## src/rtl/asrx_pkg.sv

```systemverilog
package asrx_pkg;

   typedef enum logic [1:0] {
      FMT_LJ  = 2'd0,
      FMT_RJ  = 2'd1,
      FMT_I2S = 2'd2,
      FMT_DSP = 2'd3
   } fmt_e;

   // configuration register layout, MSB first
   typedef struct packed {
      logic [1:0] wl_code;    // 7:6 word length select
      logic       edge_inv;   // 5   sample on falling bit-clock edge
      logic       rsv4;       // 4   no function
      fmt_e       fmt;        // 3:2 serial format
      logic       pol_early;  // 1   word-clock polarity / DSP early framing
      logic       rsv0;       // 0   no function
   } cfg_t;

   function automatic int unsigned wl_bits(input logic [1:0] code);
      case (code)
         2'd0:    return 16;
         2'd1:    return 20;
         2'd2:    return 24;
         default: return 32;
      endcase
   endfunction

endpackage

```

## src/rtl/asrx_sync.sv

```systemverilog
module asrx_sync #(
   parameter int WIDTH  = 3,
   parameter int STAGES = 2
) (
   input  logic             clk,
   input  logic             rst_n,
   input  logic [WIDTH-1:0] din,
   output logic [WIDTH-1:0] dout
);
   if (STAGES < 2) begin : g_bad_stages
      $error("asrx_sync: STAGES must be at least 2");
   end
   if (WIDTH < 1) begin : g_bad_width
      $error("asrx_sync: WIDTH must be at least 1");
   end

   logic [STAGES-1:0][WIDTH-1:0] chain;

   always_ff @(posedge clk or negedge rst_n) begin
      if (!rst_n) chain <= '0;
      else        chain <= {chain[STAGES-2:0], din};
   end

   assign dout = chain[STAGES-1];
endmodule

```

## src/rtl/asrx_edge.sv

```systemverilog
module asrx_edge (
   input  logic clk,
   input  logic rst_n,
   input  logic bclk_s,
   input  logic inv,
   output logic act
);
   logic bclk_d;

   always_ff @(posedge clk or negedge rst_n) begin
      if (!rst_n) bclk_d <= 1'b0;
      else        bclk_d <= bclk_s;
   end

   assign act = inv ? (bclk_d & ~bclk_s) : (bclk_s & ~bclk_d);

   // one active edge yields exactly one pulse cycle
   p_act_single_r10: assert property (@(posedge clk) disable iff (!rst_n)
      act |=> !act);
endmodule

```

## src/rtl/asrx_cfg.sv

```systemverilog
module asrx_cfg import asrx_pkg::*; #(
   parameter int          ADDR_W   = 4,
   parameter logic [ADDR_W-1:0] CFG_ADDR = 3
) (
   input  logic              clk,
   input  logic              rst_n,
   input  logic              we,
   input  logic [ADDR_W-1:0] addr,
   input  logic [7:0]        wdata,
   output cfg_t              cfg,
   output logic              wr_pulse
);
   assign wr_pulse = we && (addr == CFG_ADDR);

   always_ff @(posedge clk or negedge rst_n) begin
      if (!rst_n)        cfg <= '0;
      else if (wr_pulse) cfg <= cfg_t'(wdata);
   end

   // register changes only through a matching write
   p_cfg_hold_r2: assert property (@(posedge clk) disable iff (!rst_n)
      !$past(wr_pulse) |-> $stable(cfg));
endmodule

```

## src/rtl/asrx_deframe.sv

```systemverilog
module asrx_deframe import asrx_pkg::*; #(
   parameter int SAMPLE_W = 32,
   parameter int CNT_W    = 8
) (
   input  logic                clk,
   input  logic                rst_n,
   input  logic                clr,
   input  logic                act,
   input  logic                w_in,
   input  logic                d_in,
   input  cfg_t                cfg,
   output logic [SAMPLE_W-1:0] l_data,
   output logic                l_vld,
   output logic [SAMPLE_W-1:0] r_data,
   output logic                r_vld,
   output logic                err
);
   localparam logic [CNT_W-1:0] CNT_SAT = '1;

   logic [SAMPLE_W-1:0] sr, full, mask, word;
   logic [CNT_W-1:0]    cnt, cur, inc, wl_n, off;
   logic w_prev, seen, busy;
   logic dsp, w_eff, chg, rise, cur_left;
   logic em_l, em_r, fe;

   always_comb begin
      dsp      = (cfg.fmt == FMT_DSP);
      w_eff    = dsp ? w_in : (w_in ^ cfg.pol_early);
      chg      = w_eff ^ w_prev;
      rise     = w_eff & ~w_prev;
      inc      = (cnt == CNT_SAT) ? cnt : cnt + 1'b1;
      cur      = (dsp ? rise : chg) ? '0 : inc;
      wl_n     = CNT_W'(wl_bits(cfg.wl_code));
      off      = CNT_W'(cfg.pol_early);
      full     = {sr[SAMPLE_W-2:0], d_in};
      for (int i = 0; i < SAMPLE_W; i++) mask[i] = (CNT_W'(i) < wl_n);
      cur_left = (cfg.fmt == FMT_I2S) ? ~w_eff : w_eff;
      word     = full & mask;
      em_l     = 1'b0;
      em_r     = 1'b0;
      fe       = 1'b0;
      if (!dsp) begin
         case (cfg.fmt)
            FMT_LJ:  if ((seen | chg) && cur == wl_n - 1'b1) begin
                        em_l = cur_left;  em_r = ~cur_left;
                     end
            FMT_I2S: if ((seen | chg) && cur == wl_n) begin
                        em_l = cur_left;  em_r = ~cur_left;
                     end
            default: if (chg && seen) begin
                        word = sr & mask;
                        em_l = w_prev;    em_r = ~w_prev;
                     end
         endcase
      end else begin
         fe = rise & busy;
         if (busy | rise) begin
            em_l = (cur == off + wl_n - 1'b1);
            em_r = (cur == off + (wl_n << 1) - 1'b1);
         end
      end
   end

   always_ff @(posedge clk or negedge rst_n) begin
      if (!rst_n) begin
         sr <= '0;  cnt <= '0;  w_prev <= 1'b0;  seen <= 1'b0;  busy <= 1'b0;
         l_data <= '0;  r_data <= '0;  l_vld <= 1'b0;  r_vld <= 1'b0;  err <= 1'b0;
      end else begin
         l_vld <= 1'b0;
         r_vld <= 1'b0;
         err   <= 1'b0;
         if (clr) begin
            cnt <= '0;  w_prev <= 1'b0;  seen <= 1'b0;  busy <= 1'b0;
         end else if (act) begin
            sr     <= full;
            cnt    <= cur;
            w_prev <= w_eff;
            if (!dsp && chg) seen <= 1'b1;
            if (dsp) begin
               if (rise)      busy <= 1'b1;
               else if (em_r) busy <= 1'b0;
            end
            l_vld <= em_l;
            r_vld <= em_r;
            err   <= fe;
            if (em_l) l_data <= word;
            if (em_r) r_data <= word;
         end
      end
   end

   // every strobe follows an active edge
   p_vld_edge_r12: assert property (@(posedge clk) disable iff (!rst_n)
      (l_vld || r_vld) |-> $past(act));
   // framing error is a single pulse
   p_err_pulse_r11: assert property (@(posedge clk) disable iff (!rst_n)
      err |=> !err);
   // a DSP right word is only delivered from an open frame
   p_right_open_r9: assert property (@(posedge clk) disable iff (!rst_n)
      (r_vld && dsp && $past(dsp)) |-> $past(busy));
endmodule

```

## src/rtl/audio_serial_rx.sv

```systemverilog
module audio_serial_rx import asrx_pkg::*; #(
   parameter int SAMPLE_W    = 32,
   parameter int ADDR_W      = 4,
   parameter int SYNC_STAGES = 2
) (
   input  logic                clk,
   input  logic                rst_n,
   input  logic                cfg_we,
   input  logic [ADDR_W-1:0]   cfg_addr,
   input  logic [7:0]          cfg_wdata,
   input  logic                bclk_in,
   input  logic                wclk_in,
   input  logic                sdata_in,
   output logic [SAMPLE_W-1:0] left_data,
   output logic                left_vld,
   output logic [SAMPLE_W-1:0] right_data,
   output logic                right_vld,
   output logic                frame_err
);
   localparam int CNT_W = $clog2(2 * SAMPLE_W + 2) + 1;

   if (SAMPLE_W < 32) begin : g_bad_sample_w
      $error("audio_serial_rx: SAMPLE_W must hold a 32-bit word");
   end
   if (ADDR_W < 2) begin : g_bad_addr_w
      $error("audio_serial_rx: ADDR_W must reach address 3");
   end

   cfg_t       cfg;
   logic       cfg_wr, act;
   logic [2:0] ser_s;
   logic       cfg_unused;

   assign cfg_unused = cfg.rsv4 ^ cfg.rsv0;

   asrx_cfg #(.ADDR_W(ADDR_W), .CFG_ADDR(ADDR_W'(3))) u_cfg (
      .clk(clk), .rst_n(rst_n), .we(cfg_we), .addr(cfg_addr),
      .wdata(cfg_wdata), .cfg(cfg), .wr_pulse(cfg_wr));

   asrx_sync #(.WIDTH(3), .STAGES(SYNC_STAGES)) u_sync (
      .clk(clk), .rst_n(rst_n),
      .din({bclk_in, wclk_in, sdata_in}), .dout(ser_s));

   asrx_edge u_edge (
      .clk(clk), .rst_n(rst_n), .bclk_s(ser_s[2]),
      .inv(cfg.edge_inv), .act(act));

   asrx_deframe #(.SAMPLE_W(SAMPLE_W), .CNT_W(CNT_W)) u_deframe (
      .clk(clk), .rst_n(rst_n), .clr(cfg_wr), .act(act),
      .w_in(ser_s[1]), .d_in(ser_s[0]), .cfg(cfg),
      .l_data(left_data), .l_vld(left_vld),
      .r_data(right_data), .r_vld(right_vld), .err(frame_err));

   // channel strobes never coincide
   p_vld_excl_r12: assert property (@(posedge clk) disable iff (!rst_n)
      !(left_vld && right_vld));
   // framing errors only under the DSP format
   p_err_dsp_r11: assert property (@(posedge clk) disable iff (!rst_n)
      frame_err |-> ($past(cfg.fmt) == FMT_DSP));
endmodule

```

## config.mk

```make
export PLATFORM = sky130hd
export DESIGN_NAME = audio_serial_rx
export DESIGN_NICKNAME = d
export VERILOG_FILES = /design/src/rtl/asrx_pkg.sv /design/src/rtl/asrx_sync.sv /design/src/rtl/asrx_edge.sv /design/src/rtl/asrx_cfg.sv /design/src/rtl/asrx_deframe.sv /design/src/rtl/audio_serial_rx.sv
export SDC_FILE = /design/constraint.sdc
export NUM_CORES = 1
export LEC_CHECK = 0
export BUFFER_PORTS_ARGS = -buffer_cell sky130_fd_sc_hd__buf_4
export CAP_MARGIN = 30
export CORE_AREA = 2 2 119 121
export DETAILED_ROUTE_END_ITERATION = 16
export DIE_AREA = 0 0 121 123
export GPL_ROUTABILITY_DRIVEN = 0
export GPL_TIMING_DRIVEN = 0
export PLACE_DENSITY_LB_ADDON = 0.2
export SLEW_MARGIN = 0
export SYNTH_ARGS = -nofsm -noshare
export SYNTH_HDL_FRONTEND = slang
export SYNTH_SLANG_ARGS = --single-unit
```

## constraint.sdc

```tcl
create_clock -name clk -period 10.8 [get_ports clk]
set_clock_uncertainty 0.15 [all_clocks]
set_input_delay 2.16 -clock clk [delete_from_list [all_inputs] [get_ports clk]]
set_output_delay 2.16 -clock clk [all_outputs]
set_load 0.03 [all_outputs]
```

==> metrics.cfg <==
[die]
initial_core_util_pct=44.0
ioPinCount=85
dieArea_um2=14900
die_w_um=121
die_y_um=123
num_rows=43
core_area_um2=13600

[sta]
final_max_slew_viol_count=0
fin_crit_ns=4.56
max_freq_mhz=219
setup_viol=0
tns_ns=0
hold_violations=0
slew_headroom_pct=60.5
rsz0062_at_grt=false
finalCritPeriodShare_pct=42.2
tightest_slew_ns=0.587

[logic_synthesis]
synthesis.instances=519
yosysTopAreaCell=dfrtp_1
async_flop_share_pct=100
synth.area.top_cells=dfrtp_1, mux2_2, mux2_4
syn_area_per_cell_um2=11.5
synth_edf_count=0
syn_nets=545
yosysWarnings=0
ys_seq_area_share_pct=51.4
synth_top_area_share_pct=51.4
synth_flop_cell=dfrtp_1
synth_area_um2=5990
synthDistinctLibCells=56
ys_ff_latch=123

[clock_network]
path_clk_slew_ns=0.06
cts_resized=0
h-tree-depth=4
root_buffer=clkbuf_16
ctsHoldBuffers=0
post-cts-setup-buffer-count=0
worstSkewPairLatency_ns=0.42
cts_max_path_buffers=2
numCtsBuffers=17
cts_tree=done
cts.sinks=123

[critical_path]
path_max_fanout=10
cp.arrival_ns=4.71
worst-path-stages=15
worstPathCellList=clkbuf_1, nand2_1, xor2_1, inv_1, ha_1, a21boi_2, nor2_1, clkbuf_1, nor2_1, xor2_1, nor3_1, o2111ai_1, a2bb2oi_2, buf_4, mux2_2
worstSetupPathType=register to register
worstPathRequired_ns=10.95
worstSetupEndpointType=register
cp_top_family=buffers and inverters
worst_setup_path_start_kind=register
critPathSlowestCell=nor2_1
worst-r2r-setup-slack_ns=6.24
rr_worst_depth=15
critical_path_buf_inv_count=4
cpPeakStageDelay_ns=0.42

[job]
maxCapViolations=0

[grt]
grt_usage_pct=19.1
antenna_found_initial=0
grt.overflow.total=0
grt_pass1_wl_mm=22.1
grt_max_degree=67
grt_pass1_vias=4374

[routing]
wire_per_inst_um=16.2
wl_mm=13.1
via_per_inst=5.19
drt_iter0_markers=206
drtAntennaViolNets=0
post-route-drc-count=0
dr.pass1.iters=4
vias=4220

[layout]
fin_cells=813
drive_gt1_share_pct=37.6
n_antenna_cell=0
syn2layout_area_growth_pct=25.5
nFillCells=1142
layout.nets=647
layout_commonest_cell=dfrtp_1
fin_area_um2=7510
seqCellArea_um2=3080
mostFrequentLayoutCells=dfrtp_1, nand2_1, buf_4
multi_input_area_um2=2730

[pwr]
power.density_nw_per_um2=236
irDropWorstVdd_v=0.000152
finalPower_mw=1.78
p_leak_nw=3.68

[placement]
place_area_um2=6860
io_buffers=82
place_inst=782
dp_hpwl_mm=9.22

[hold_path]
min_path_cells=0
hp-class=register to register

[run_status]
status=complete, no violations

-- sequential cells by signal (all words and copies together), names as in the netlist --
register / flops
u_deframe.err: 1
u_sync.chain: 3
u_sync.dout: 3
u_deframe.seen: 1
u_edge.bclk_d: 1
u_deframe.l_data: 32
u_deframe.r_data: 32
u_deframe.w_prev: 1
u_cfg.cfg: 6
u_deframe.l_vld: 1
u_deframe.sr: 32
u_deframe.r_vld: 1
u_deframe.cnt: 8
u_deframe.busy: 1
-- report_power, final --
part | total, mW | internal (mW) | switching, mW
sequential | 0.610 | 0.547 | 0.0636
combinational | 0.533 | 0.223 | 0.310
clock | 0.633 | 0.428 | 0.206
-- layout make-up --
| cell class | count | share of cell area [%] |
|---|---|---|
| clock inverters | 10 | 2.48 |
| inverters | 8 | 0.400 |
| clock buffers | 21 | 6.26 |
| plain buffers | 29 | 1.98 |
| flip-flops and latches | 123 | 41.0 |
| repair buffers | 83 | 8.61 |
| multi-input cells | 359 | 36.3 |
| well taps | 180 | 3.00 |
-- final timing paths --
check,start,end
min in group asynchronous,rst_n,u_deframe.cnt[2]$_DFFE_PN0P_
min reg2reg,u_sync.chain[2]$_DFF_PN0_,u_sync.dout[2]$_DFF_PN0_
min,u_sync.chain[2]$_DFF_PN0_,u_sync.dout[2]$_DFF_PN0_
max reg2reg,u_cfg.cfg[1]$_DFFE_PN0P_,u_deframe.l_data[1]$_DFFE_PN0P_
max,u_cfg.cfg[1]$_DFFE_PN0P_,u_deframe.l_data[1]$_DFFE_PN0P_
max in group asynchronous,rst_n,u_deframe.r_data[11]$_DFFE_PN0P_
-- worst reg2reg max path, stage by stage, from the launching register on --
cell and delay (ns):
dfrtp_1 0.33, clkbuf_1 0.38, nand2_1 0.12, xor2_1 0.23, inv_1 0.09, ha_1 0.35
a21boi_2 0.19, nor2_1 0.42, clkbuf_1 0.39, nor2_1 0.20, xor2_1 0.19, nor3_1 0.18
o2111ai_1 0.17, a2bb2oi_2 0.39, buf_4 0.30, mux2_2 0.37
-- metrics by stage --
stage	hold slack [ns]	worst slack, ns	util [%]
finish	0.201	6.24	55.2
global route	0.212	5.93	55.2
floorplan	0.181	6.93	-
detailed placement	0.192	6.34	50.4
global placement	0.186	6.35	50.2
CTS	0.205	6.27	55.2
-- cell usage after synthesis, types with 7 or more instances --
| cell type | number |
|---|---|
| a21boi_0 | 8 |
| a21oi_1 | 24 |
| clkbuf_1 | 17 |
| dfrtp_1 | 123 |
| ha_1 | 8 |
| inv_1 | 8 |
| mux2_2 | 70 |
| mux2_4 | 29 |
| nand2_1 | 107 |
| nor2_1 | 15 |
| nor3_1 | 9 |
| o21ai_0 | 7 |
| xnor2_1 | 7 |
| xor2_1 | 9 |
-- kinds of logic after synthesis --
family          share of synthesized area [%]
mux                                      20.9
simple gates                             12.3
flops                                    51.4
compound gates                           8.36
fa+ha+maj                                1.67
xor+xnor                                 2.34
buf+inv                                  2.99
-- routing by layer --
layer | share of wire (%) | global-route usage, % | wire length, µm | vias up
met5 | 0 | 0 | 0 | -
met4 | 1.3 | 5.96 | 165 | 0
met3 | 5.1 | 5.63 | 676 | 16
met2 | 49 | 31.5 | 6410 | 91
met1 | 45 | 24.5 | 5900 | 2107
li1 | - | - | - | 2006
Note: power is estimated with default switching activity, not from simulation.
